===== src/rtl/flash_status_pkg.sv =====
package flash_status_pkg;
  typedef enum logic [2:0] {
    OP_NONE = 3'd0,
    OP_BYTE = 3'd1,
    OP_WORD = 3'd2,
    OP_SECT = 3'd3,
    OP_BLK  = 3'd4,
    OP_CHIP = 3'd5
  } op_e;

  localparam int SB_BUSY = 0;
  localparam int SB_WEL  = 1;
  localparam int SB_BPLO = 2;
  localparam int SB_BPHI = 5;
  localparam int SB_SEQ  = 6;
  localparam int SB_LOCK = 7;
endpackage


===== src/rtl/flash_op_timer.sv =====
module flash_op_timer
  import flash_status_pkg::*;
#(
  parameter int T_PROG = 8,
  parameter int T_SECT = 16,
  parameter int T_BLK  = 32,
  parameter int T_CHIP = 64
) (
  input  logic clk,
  input  logic rst,
  input  logic start,
  input  op_e  start_op,
  input  logic start_top,
  output logic busy,
  output logic done,
  output op_e  cur_op,
  output logic cur_top
);
  localparam int CW = $clog2(T_CHIP + 1);
  localparam logic [CW-1:0] L_PROG = CW'(T_PROG - 1);
  localparam logic [CW-1:0] L_SECT = CW'(T_SECT - 1);
  localparam logic [CW-1:0] L_BLK  = CW'(T_BLK - 1);
  localparam logic [CW-1:0] L_CHIP = CW'(T_CHIP - 1);

  logic [CW-1:0] cnt;
  logic [CW-1:0] load_val;

  always_comb begin
    case (start_op)
      OP_SECT: load_val = L_SECT;
      OP_BLK:  load_val = L_BLK;
      OP_CHIP: load_val = L_CHIP;
      default: load_val = L_PROG;
    endcase
  end

  assign done = busy && (cnt == '0);

  always_ff @(posedge clk) begin
    if (rst) begin
      busy    <= 1'b0;
      cnt     <= '0;
      cur_op  <= OP_NONE;
      cur_top <= 1'b0;
    end else if (start && !busy) begin
      busy    <= 1'b1;
      cnt     <= load_val;
      cur_op  <= start_op;
      cur_top <= start_top;
    end else if (done) begin
      busy    <= 1'b0;
      cur_op  <= OP_NONE;
      cur_top <= 1'b0;
    end else if (busy) begin
      cnt <= cnt - 1'b1;
    end
  end

  p_cnt_range_r9: assert property (@(posedge clk) disable iff (rst)
    busy |-> (cnt <= L_CHIP));
  p_done_ends_r9: assert property (@(posedge clk) disable iff (rst)
    done |=> !busy);
  p_start_busy_r9: assert property (@(posedge clk) disable iff (rst)
    (start && !busy) |=> busy);
endmodule


===== src/rtl/flash_cmd_gate.sv =====
module flash_cmd_gate
  import flash_status_pkg::*;
(
  input  logic busy,
  input  logic wel,
  input  logic seq_mode,
  input  logic op_wren,
  input  logic op_wrdi,
  input  logic op_wrsr,
  input  logic op_rdsr,
  input  logic op_byte_prog,
  input  logic op_seq_start,
  input  logic op_seq_next,
  input  logic op_seq_end,
  input  logic op_sect_erase,
  input  logic op_blk_erase,
  input  logic op_chip_erase,
  output logic g_wren,
  output logic g_wrdi,
  output logic g_wrsr,
  output logic g_seq_end,
  output logic g_start,
  output logic g_seq_enter,
  output op_e  start_op,
  output logic accept,
  output logic reject
);
  logic any_strobe, mem_cmd, mem_ok;

  assign any_strobe = op_wren | op_wrdi | op_wrsr | op_byte_prog | op_seq_start |
                      op_seq_next | op_seq_end | op_sect_erase | op_blk_erase |
                      op_chip_erase;
  assign mem_cmd = op_byte_prog | op_seq_start | op_sect_erase | op_blk_erase |
                   op_chip_erase;
  assign mem_ok  = wel && !seq_mode;

  always_comb begin
    g_wren      = !busy && op_wren;
    g_wrdi      = !busy && op_wrdi;
    g_wrsr      = !busy && op_wrsr && mem_ok;
    g_seq_end   = !busy && op_seq_end && seq_mode;
    g_seq_enter = !busy && op_seq_start && mem_ok;
    g_start     = !busy && ((mem_cmd && mem_ok) || (op_seq_next && seq_mode));
    if (op_sect_erase)      start_op = OP_SECT;
    else if (op_blk_erase)  start_op = OP_BLK;
    else if (op_chip_erase) start_op = OP_CHIP;
    else if (op_byte_prog)  start_op = OP_BYTE;
    else                    start_op = OP_WORD;
    accept = g_wrsr | g_seq_end | g_start;
    if (busy)
      reject = any_strobe;
    else
      reject = (op_wrsr && !mem_ok) || (mem_cmd && !mem_ok) ||
               ((op_seq_next || op_seq_end) && !seq_mode);
  end

  always_comb begin
    assert (!(accept && reject));
    assert (!(op_rdsr && !any_strobe && (accept || reject)));
  end
endmodule


===== src/rtl/flash_status_ctrl.sv =====
module flash_status_ctrl
  import flash_status_pkg::*;
#(
  parameter int T_PROG = 8,
  parameter int T_SECT = 16,
  parameter int T_BLK  = 32,
  parameter int T_CHIP = 64
) (
  input  logic       clk,
  input  logic       rst,
  input  logic       op_wren,
  input  logic       op_wrdi,
  input  logic       op_wrsr,
  input  logic [7:0] wrsr_data,
  input  logic       op_rdsr,
  input  logic       op_byte_prog,
  input  logic       op_seq_start,
  input  logic       op_seq_next,
  input  logic       op_seq_end,
  input  logic       top_addr_hit,
  input  logic       op_sect_erase,
  input  logic       op_blk_erase,
  input  logic       op_chip_erase,
  output logic [7:0] status_byte,
  output logic       cmd_accept,
  output logic       cmd_reject
);
  localparam int BPW = SB_BPHI - SB_BPLO + 1;
  localparam logic [BPW-1:0] BP_RESET = BPW'(4'b0111);

  logic           wel_q, seq_q, lock_q;
  logic [BPW-1:0] bp_q;
  logic           busy, done, cur_top;
  op_e            cur_op, start_op;
  logic           g_wren, g_wrdi, g_wrsr, g_seq_end, g_start, g_seq_enter;
  logic           acc_d, rej_d;

  flash_cmd_gate u_gate (
    .busy(busy), .wel(wel_q), .seq_mode(seq_q),
    .op_wren(op_wren), .op_wrdi(op_wrdi), .op_wrsr(op_wrsr), .op_rdsr(op_rdsr),
    .op_byte_prog(op_byte_prog), .op_seq_start(op_seq_start),
    .op_seq_next(op_seq_next), .op_seq_end(op_seq_end),
    .op_sect_erase(op_sect_erase), .op_blk_erase(op_blk_erase),
    .op_chip_erase(op_chip_erase),
    .g_wren(g_wren), .g_wrdi(g_wrdi), .g_wrsr(g_wrsr), .g_seq_end(g_seq_end),
    .g_start(g_start), .g_seq_enter(g_seq_enter), .start_op(start_op),
    .accept(acc_d), .reject(rej_d)
  );

  flash_op_timer #(
    .T_PROG(T_PROG), .T_SECT(T_SECT), .T_BLK(T_BLK), .T_CHIP(T_CHIP)
  ) u_timer (
    .clk(clk), .rst(rst), .start(g_start), .start_op(start_op),
    .start_top(top_addr_hit), .busy(busy), .done(done),
    .cur_op(cur_op), .cur_top(cur_top)
  );

  always_ff @(posedge clk) begin
    if (rst) begin
      wel_q      <= 1'b0;
      seq_q      <= 1'b0;
      lock_q     <= 1'b0;
      bp_q       <= BP_RESET;
      cmd_accept <= 1'b0;
      cmd_reject <= 1'b0;
    end else begin
      cmd_accept <= acc_d;
      cmd_reject <= rej_d;
      if (done) begin
        if (cur_op == OP_WORD) begin
          if (cur_top) begin
            seq_q <= 1'b0;
            wel_q <= 1'b0;
          end
        end else begin
          wel_q <= 1'b0;
        end
      end
      if (g_wren) wel_q <= 1'b1;
      if (g_wrdi || g_seq_end) begin
        wel_q <= 1'b0;
        seq_q <= 1'b0;
      end
      if (g_seq_enter) seq_q <= 1'b1;
      if (g_wrsr) begin
        wel_q  <= 1'b0;
        lock_q <= wrsr_data[SB_LOCK];
        if (!lock_q) bp_q <= wrsr_data[SB_BPHI:SB_BPLO];
      end
    end
  end

  assign status_byte = {lock_q, seq_q, bp_q, wel_q, busy};

  p_lock_holds_bp_r7: assert property (@(posedge clk) disable iff (rst)
    lock_q |=> $stable(bp_q));
  p_busy_refuses_r8: assert property (@(posedge clk) disable iff (rst)
    (busy && (op_wren || op_wrdi || op_wrsr || op_byte_prog || op_seq_start ||
              op_seq_next || op_seq_end || op_sect_erase || op_blk_erase ||
              op_chip_erase)) |=> (cmd_reject && !cmd_accept));
  p_no_start_unlatched_r5: assert property (@(posedge clk) disable iff (rst)
    (!busy && !wel_q && (op_byte_prog || op_seq_start || op_sect_erase ||
                         op_blk_erase || op_chip_erase)) |=> !busy);
  p_wel_clears_done_r10: assert property (@(posedge clk) disable iff (rst)
    (done && cur_op != OP_WORD) |=> !wel_q);
  p_top_ends_seq_r12: assert property (@(posedge clk) disable iff (rst)
    (done && cur_op == OP_WORD && cur_top) |=> (!seq_q && !wel_q));
  p_pulse_excl_r13: assert property (@(posedge clk) disable iff (rst)
    !(cmd_accept && cmd_reject));
  p_seq_needs_wel_r11: assert property (@(posedge clk) disable iff (rst)
    $rose(seq_q) |-> ($past(wel_q) && busy));
endmodule


===== config.mk =====
export PLATFORM = sky130hd
export DESIGN_NAME = flash_status_ctrl
export DESIGN_NICKNAME = d
export VERILOG_FILES = /design/src/rtl/flash_status_pkg.sv /design/src/rtl/flash_op_timer.sv /design/src/rtl/flash_cmd_gate.sv /design/src/rtl/flash_status_ctrl.sv
export SDC_FILE = /design/constraint.sdc
export NUM_CORES = 1
export LEC_CHECK = 0
export BUFFER_PORTS_ARGS = -buffer_cell sky130_fd_sc_hd__buf_2
export CAP_MARGIN = 5
export CELL_PAD_IN_SITES_DETAIL_PLACEMENT = 0
export CELL_PAD_IN_SITES_GLOBAL_PLACEMENT = 1
export CORE_AREA = 2 2 59 61
export CTS_CLUSTER_DIAMETER = 60
export DETAILED_ROUTE_END_ITERATION = 16
export DIE_AREA = 0 0 61 63
export PLACE_DENSITY = 0.71
export SYNTH_ARGS = -nofsm -noshare
export SYNTH_HDL_FRONTEND = slang
export SYNTH_SLANG_ARGS = --single-unit

===== constraint.sdc =====
create_clock -name clk -period 2.1 [get_ports clk]
set_input_delay 0.105 -clock clk [delete_from_list [all_inputs] [get_ports clk]]
set_output_delay 0.105 -clock clk [all_outputs]
set_load 0.02 [all_outputs]

Word-level counts from Yosys, hierarchy flattened
Index checks and enable logic that the tools add are counted.
- register bits: 21
- reductions and logical operators: 37
- mux-type cells: 22
- bitwise operators: 16
- $add $sub $neg: 1
- equality and inequality tests: 6
- operator list (operator ; count):
    7-bit two-way mux ; 3
    6-bit case mux with 3 select lines ; 1
    1-bit logical AND ; 17
    3-bit two-way mux ; 5
    1-bit bitwise OR ; 15
    1-bit two-way mux ; 12
    3-bit nonzero test ; 3
    7-bit logical NOT ; 1
    7-bit by 1-bit subtractor with 7-bit output, second input constant ; 1
    3-bit by 2-bit equality test with 1-bit output, second input constant ; 2
    3-bit equality test, second input constant ; 2
    2-bit AND reduction ; 3
    2-bit nonzero test ; 3
    1-bit logical OR ; 5
    1-bit logical NOT ; 3
    3-bit by 2-bit inequality test with 1-bit output, second input constant ; 1
    3-bit AND reduction ; 1
    3-bit OR reduction ; 1
    2-bit two-way mux ; 1
    2-bit by 1-bit inequality test with 1-bit output, second input constant ; 1
    1-bit NOT ; 1

Depth between registers and ports, before layout
Gate-level depths: netlist (run 1).
- depth in word-level cells: 10
- mapped depth: 6
- depth with buffers taken out: 6

Modules after synthesis
From an unflattened synthesis (run 1), not the netlist that was laid out.
- cells, all modules: 143
- area, all modules: 1221.2 um2
- modules (own cells, without submodules) (module ; cells each ; area an instance (um2) ; times used):
    flash_op_timer ; 83 ; 693.2 ; 1
    flash_status_ctrl ; 37 ; 374.1 ; 1
    flash_cmd_gate ; 23 ; 153.9 ; 1

Least setup slack after synthesis (run 1)
OpenSTA, ideal clock, no wires.
- path kind: reg-to-reg
- start point: register u_timer.cnt[0]
- end point: register u_timer.cnt[1]
- setup slack: 0.529 ns
- data required time: 2.030 ns
- setup time: 0.070 ns
- clock period less this slack: 1.571 ns
- stages on the path, launching flop included: 7
- arrival: 1.500 ns
- cells stage by stage: dfxtp_1 > inv_1 > ha_1 > nor2b_1 > a21bo_2 > mux2_2 > a21oi_1
- longest elaborated chain between the ends: 4
- ends and longest elaborated chain (element ; RTL line ; RTL):
    start: declaration ; flash_op_timer.sv:25 ; logic [CW-1:0] cnt;
    start signal: assignment ; flash_op_timer.sv:47 ; cnt <= load_val;
    start signal: assignment ; flash_op_timer.sv:55 ; cnt <= cnt - 1'b1;
    7-bit by 1-bit subtractor with 7-bit output or 7-bit logical NOT (tied branches) ; flash_op_timer.sv:55, flash_op_timer.sv:37 ;
    7-bit two-way mux or 1-bit logical AND (tied branches) ; flash_op_timer.sv:54, flash_op_timer.sv:37 ;
    7-bit two-way mux or 2-bit by 1-bit inequality test with 1-bit output (tied branches) ; - ;
    7-bit two-way mux or 2-bit AND reduction (tied branches) ; - ;
Parallel ways exist; a longest one is shown, timed or not. The select of a mux whose other input is x is not followed.
A chain may end at the register's enable or synchronous reset.

Final worst setup path (run 1)
- start point: register u_timer.busy
- end point: register u_timer.cnt[4]
- longest elaborated chain between the ends: 5
- ends and longest elaborated chain (element ; RTL line ; RTL):
    start: declaration ; flash_op_timer.sv:14 ; output logic busy,
    start signal: assignment ; flash_op_timer.sv:41 ; busy <= 1'b0;
    start signal: assignment ; flash_op_timer.sv:46 ; busy <= 1'b1;
    start signal: assignment ; flash_op_timer.sv:51 ; busy <= 1'b0;
    1-bit logical NOT ; flash_op_timer.sv:45, flash_cmd_gate.sv:43 ;
    1-bit logical AND ; flash_cmd_gate.sv:43 ; g_start = !busy && ((mem_cmd && mem_ok) || (op_seq_next && seq_mode));
    1-bit logical AND ; flash_op_timer.sv:45 ; end else if (start && !busy) begin
    2-bit by 1-bit inequality test with 1-bit output (no source line) or 2-bit nonzero test (tied branches) ; - ;
    2-bit AND reduction (no source line) ; - ;
Parallel ways exist; a longest one is shown, timed or not.

==> summary.txt, run 1 <==
Routing
  • Via count: 1048
  • Remaining antenna violation count: 0
  • Vias/cell: 5.16
  • Routed WL: 2590 um
  • DRT iter0 DRCs: 32
  • DRC Markers: 0
  • Avg WL per Cell: 12.7 um
  • DRT Pass-1 Iters: 4

Logic synthesis
  • Ys flop type: dfxtp_1
  • Synth Register Bits: 21
  • Largest family of logic cells by synthesized area: simple AND/OR/NAND/NOR gates
  • Synth Cell Area: 1140 um2
  • Synth warn: 0
  • Syn avg cell area: 8.74 um2
  • Area contributors post-synth: dfxtp_1 37%, a21oi_1 4.8%, a211oi_1 4.6%
  • Area share of the largest cell type after synthesis: 37.0%
  • Compound-Gate Fraction of Synth Area: 21.5%
  • Post-Synth Simple-Gate Area: 28.4%
  • Register area share after synthesis: 37.0%
  • Adder-cell share of the synthesized area: 2.20%
  • Post-synth EDFFs: 0
  • Ys async rst share: 0%
  • Synth Area in XOR/XNOR: 0.771%
  • Yosys cell types: 41
  • Net Count, Synth: 154
  • Synth area leader: dfxtp_1
  • Synthesized instance count: 130
  • Proportion of synthesized area in mux cells: 4.52%

Timing
  • Hold Vio Cnt, Final: 0
  • Skew final: 0.00237 ns
  • Final worst setup slack: 0.301 ns
  • Max_slew headroom: 66.8%
  • Setup_tns: 0 ns
  • Slew of the pin with the lowest slew margin: 0.497 ns
  • Max Clk Rate: 556 MHz
  • Final setup viols: 0
  • Tmin final: 1.80 ns
  • Max Slew Vio Count: 0
  • RSZ-0062 raised after global routing: false
  • Period utilization: 85.7%

Power and ir drop
  • Max VDD drop: 0.434 mV
  • Net switching power figure: 0.000320 W
  • Power Total: 0.000950 W
  • Sequential group share of total power: 49.5%
  • Clock power frac: 21.9%
  • Logic pwr share: 28.6%
  • Switching share of power: 33.7%
  • Pwr dens: 706 nW/um2
  • Internal: 0.000630 W
  • Leak: 0.522 nW

Floorplanning
  • Num ports: 32
  • Die Ht: 63 um
  • Die width: 61 um
  • Core area: 3230 um2
  • DIE AREA: 3840 um2
  • Initial Util: 35.2%
  • # rows: 21

Placed design
  • Place WS: 0.331 ns
  • Routability cong.: 0.746
  • Placed cells: 196
  • DP Area: 1290 um2
  • Half-perimeter wire length after placement: 1820 um
  • I/O Buffers: 27

Worst hold path
  • Worst Hold Path EP: u_timer.cur_top
  • Hold-critical path depth: 3
  • Class of the worst hold path: in2reg
  • HP Start: top_addr_hit

Clock tree
  • Hold Buf Count CTS: 3
  • Max clock buf depth: 2
  • Postcts setup bufs: 0
  • CTS Root Buffer Type: clkbuf_4
  • Worst skew pair latency: 0.31 ns
  • Worst-path clk slew: 0.13 ns
  • CTS Buf Count: 3
  • H-tree Lvls: 1
  • CTS tree: yes
  • CTS Sinks: 21
  • PostCTS Resize Cnt: 0

Finish
  • Area Overhead vs Synth: 18.4%
  • Fraction of layout cells with a size suffix above 1: 26.1%
  • Nets@finish: 182
  • Ant. Diodes: 0
  • Commonest cells after routing, fill and taps aside: 27 x buf_2, 21 x dfxtp_1, 12 x nor2_1, 11 x nand2_1, 11 x a21oi_1
  • Final instance area: 1350 um2
  • Commonest non-fill, non-tap cell in the layout: buf_2
  • Final non-filler cell total: 203

GRT
  • Global route total overflow: 0
  • Vias in the first global route: 882
  • First-pass GRT wire length: 4200 um
  • Largest net degree at the start of global routing: 26
  • Initial antenna violation count: 0
  • GRT Util Overall: 14.1%

Worst setup path
  • Worst Reg2Reg Path Length in Cells: 4
  • Data required time of the critical path: 2.34 ns
  • Crit path top cell by count: a211oi_1
  • CP max FO: 16
  • CP startpoint kind: flop
  • Setup CP Type: reg2reg
  • Worst path buffer plus inverter count: 0
  • Worst path cell trace: or4bb_1 > a211oi_1 > a21oi_1 > a211oi_1
  • WP data arrival: 2.04 ns
  • FF-to-FF setup slack: 0.30 ns
  • RR Startpoint: u_timer.busy
  • Top delay family on crit path: flip-flops
  • Crit end category: flop
  • Critical path's slowest cell: dfxtp_1
  • Worst R2R End: u_timer.cnt[4]
  • Crit path largest cell delay: 0.66 ns

Outcome
  • Outcome: finished clean

Run
  • Max-cap violations: 0
[routing by layer]
layer | part of all wire (%) | vias to the layer above | track usage [%]
li1 | - | 541 | -
met1 | 48 | 478 | 20.3
met2 | 47 | 27 | 21.6
met3 | 4.8 | 2 | 3.93
met4 | 0.50 | 0 | 1.63
met5 | 0 | - | 0
[worst max-delay path by stage]
| stage | from | to | slack (ns) | cells past startpoint |
|---|---|---|---|---|
| floorplan | u_timer.cnt[0] | u_timer.cnt[1] | 0.53 | 6 |
| global placement | u_timer.busy | u_timer.cnt[4] | 0.34 | 4 |
| detailed placement | u_timer.busy | u_timer.cnt[4] | 0.33 | 4 |
| CTS | u_timer.busy | u_timer.cnt[4] | 0.29 | 4 |
| global route | u_timer.busy | u_timer.cnt[3] | 0.16 | 4 |
| finish | u_timer.busy | u_timer.cnt[4] | 0.30 | 4 |
[flip-flops by register name (all words and copies together) (netlist names)]
name / count
bp_q: 4
seq_q: 1
cmd_accept: 1
wel_q: 1
lock_q: 1
u_timer.cnt: 7
u_timer.busy: 1
u_timer.cur_top: 1
cmd_reject: 1
u_timer.cur_op: 3
[worst register-to-register path, delay by kind of cell, from the launching register on]
| family | cells | cell delay, ns |
|---|---|---|
| AO/OA/AOI/OAI | 3 | 0.51 |
| AND/OR/NAND/NOR | 1 | 0.56 |
| flip-flops | 1 | 0.66 |
[layout make-up]
class	count	area [um2]
repair buffers	32	180
clock inverters	1	5.00
flip-flops and latches	21	420
clock buffers	3	22.5
fillers	342	1890
well taps	46	57.6
inverters	2	7.51
multi-input cells	98	652
[kinds of logic (layout without fill, tap and decap cells)]
| group | after synthesis | count (layout) |
|---|---|---|
| AO/OA/AOI/OAI | 35 | 35 |
| XOR/XNOR | 1 | 1 |
| adder cells (fa/ha/maj) | 2 | 2 |
| buffers and inverters | 11 | 38 |
| flip-flops | 21 | 21 |
| multiplexers | 5 | 5 |
| AND/OR/NAND/NOR | 55 | 55 |
[power groups by stage]
stage               Clock, W  Sequential [W]  Combinational (W)
finish              0.000208        0.000470           0.000271
CTS                 0.000218        0.000470           0.000274
global placement           0        0.000478           0.000265
global route        0.000229        0.000476           0.000305
floorplan                  0        0.000478           0.000182
detailed placement         0        0.000480           0.000264
[synthesized netlist by cell type, types with 2 or more instances]
cell / n
dfxtp_1: 21
nor2_1: 12
a21oi_1: 11
nand2_1: 11
a211oi_1: 7
nor2b_1: 6
o21ai_0: 5
buf_4: 4
clkbuf_1: 4
mux2i_1: 4
nand3b_1: 4
nor3_1: 4
nand3_1: 3
nand4_1: 3
ha_1: 2
inv_1: 2
o41ai_1: 2
or4b_1: 2
[stage by stage]
stage	hold slack [ns]	utilization, %
2_1_floorplan	0.206	-
3_3_place_gp	0.319	39.8
3_5_place_dp	0.323	39.8
4_1_cts	0.0201	41.6
5_1_grt	0.0213	41.6
6_report	0.0304	41.6
(Power assumes the default switching activity.)
==> run 2: changes to the inputs <==
Settings changed: GPL_TIMING_DRIVEN set to 0, REMOVE_ABC_BUFFERS set to 1.
==> run 2 against run 1 <==
  * Global-route usage fell by 1.1 points
  * Register-to-register slack barely moved
  * First-iteration DRC count fell by 47%
  * Combinational power fell by 9.2%
  * Total power fell by 4.3%
  * Clock power fell by 7%
  * Non-clock buffer count fell by 3
  * Core utilization fell by 0.81 points
==> summary.txt, run 2 (synthesized netlist as in run 1, its figures left out) <==
Clock tree
  • CTS Sinks: 21
  • CTS Buf Count: 3
  • Postcts setup bufs: 0
  • Worst skew pair latency: 0.30 ns
  • Worst-path clk slew: 0.12 ns
  • CTS Root Buffer Type: clkbuf_4
  • Max clock buf depth: 2
  • CTS tree: yes
  • H-tree Lvls: 1

Finish
  • Top reg by flops: u_timer.cnt
  • Commonest non-fill, non-tap cell in the layout: buf_2
  • Ant. Diodes: 0
  • Nets@finish: 179
  • Largest register FFs: 7
  • Fraction of layout cells with a size suffix above 1: 24.7%
  • Biggest regs: u_timer.cnt: 7 flops, bp_q: 4 flops, u_timer.cur_op: 3 flops
  • Area Overhead vs Synth: 16.1%
  • Final non-filler cell total: 200
  • FILL cells: 352
  • Commonest cells after routing, fill and taps aside: 27 x buf_2, 21 x dfxtp_1, 12 x nor2_1, 11 x nand2_1, 11 x a21oi_1

GRT
  • Gr busiest metal: met2
  • Initial antenna violation count: 0
  • Largest net degree at the start of global routing: 26
  • First-pass GRT wire length: 3870 um
  • Vias in the first global route: 881
  • GRT Util Overall: 13.0%
  • Met2 usage: 19.5%
  • Global route total overflow: 0
  • GR Util met3: 4.35%
  • M1 GR Usage: 18.2%

Floorplanning
  • Die width: 61 um
  • # rows: 21
  • Initial Util: 35.2%
  • Core area: 3230 um2
  • Num ports: 32
  • DIE AREA: 3840 um2
  • Die Ht: 63 um

Worst setup path
  • Data required time of the critical path: 2.34 ns
  • WP data arrival: 2.03 ns
  • CP startpoint kind: flop
  • Worst R2R End: u_timer.cnt[1]
  • Critical path's slowest cell: nor2b_1
  • Worst Reg2Reg Path Length in Cells: 6
  • Worst path cell trace: inv_1 > ha_1 > nor2b_1 > a21bo_2 > mux2_2 > a21oi_1
  • Crit end category: flop
  • Setup CP Type: reg2reg
  • FF-to-FF setup slack: 0.31 ns
  • CP max FO: 7
  • Crit path largest cell delay: 0.40 ns
  • RR Startpoint: u_timer.cnt[0]

Power and ir drop
  • Max VDD drop: 0.288 mV
  • Power Total: 0.000909 W
  • Leak: 0.506 nW
  • Pwr dens: 689 nW/um2

Timing
  • RSZ-0062 raised after global routing: false
  • Hold slack: 0.0166 ns
  • Max_slew headroom: 59.6%
  • Tmin final: 1.79 ns
  • Slew of the pin with the lowest slew margin: 0.601 ns
  • Skew final: 0.00718 ns
  • Setup_tns: 0 ns
  • Hold Vio Cnt, Final: 0
  • Max Clk Rate: 559 MHz
  • Max Slew Vio Count: 0
  • Final setup viols: 0
  • Period utilization: 85.1%

Routing
  • Remaining antenna violation count: 0
  • DRT Pass-1 Iters: 4
  • Vias/cell: 5.09
  • Via count: 1017
  • Avg WL per Cell: 12.0 um
  • DRT iter0 DRCs: 17
  • DRC Markers: 0
  • Routed WL: 2400 um

Outcome
  • Outcome: finished clean

Worst hold path
  • Hold-critical path depth: 3
  • HP Start: wrsr_data[4]
  • Class of the worst hold path: in2reg
  • Worst Hold Path EP: bp_q[2]

Placed design
  • Half-perimeter wire length after placement: 1770 um
  • Routability cong.: 0.786
  • Placed cells: 194
  • I/O Buffers: 27

Run
  • Max-cap violations: 0
run 2: changes by cell type in the layout (fill, tap and decap cells not counted):
cell           before  now
buf_4               2    0
clkbuf_1            0    1
clkinv_2            1    0
dlygate4sd3_1       3    2
run 2: timing repair:
item,4_1_cts,5_1_grt
endpoints found under the hold margin,0,2
gates resized for setup,0,0
hold buffers,0,2
run 2: how the worst max path moves through the flow:
stage                        start             end  cells past startpoint
finish              u_timer.cnt[0]  u_timer.cnt[1]                      6
floorplan             u_timer.busy  u_timer.cnt[4]                      4
detailed placement  u_timer.cnt[0]  u_timer.cnt[1]                      6
global placement    u_timer.cnt[0]  u_timer.cnt[1]                      6
CTS                 u_timer.cnt[0]  u_timer.cnt[1]                      6
global route        u_timer.cnt[0]  u_timer.cnt[1]                      6
run 2: power by group:
group	switching (W)	internal [W]
Sequential	0.0000347	0.000435
Clock	0.000119	0.0000740
Combinational	0.000140	0.000106
Total	0.000294	0.000615
run 2: layer usage:
metal	wire, um	vias up	share of wire (%)
met1	1200	460	50
met2	1100	25	46
met4	13	0	0.54
met5	0	-	0
met3	96	2	4.0
li1	-	530	-
run 2: through the flow:
stage,area (um2),utilization (%),setup WS [ns]
after floorplan,1080,-,0.403
after CTS,1300,40.2,0.293
final,1320,40.8,0.312
after global placement,1270,39.4,0.316
after detailed placement,1270,39.4,0.326
after global routing,1320,40.8,0.173
run 2: area by class of cell:
cell class	count	area, um2	share of cell area, %
multi-input combinational	98	652	49.4
timing repair buffer	29	155	11.8
inverter	2	7.51	0.569
tap	46	57.6	4.36
clock buffer	4	26.3	1.99
sequential	21	420	31.9
run 2: worst max-delay path, delay by kind of cell (launching register included):
kind | cells | cell delay [ns]
simple gates | 1 | 0.40
compound gates | 2 | 0.37
mux | 1 | 0.33
flops | 1 | 0.32
fa+ha+maj | 1 | 0.18
buf+inv | 1 | 0.12
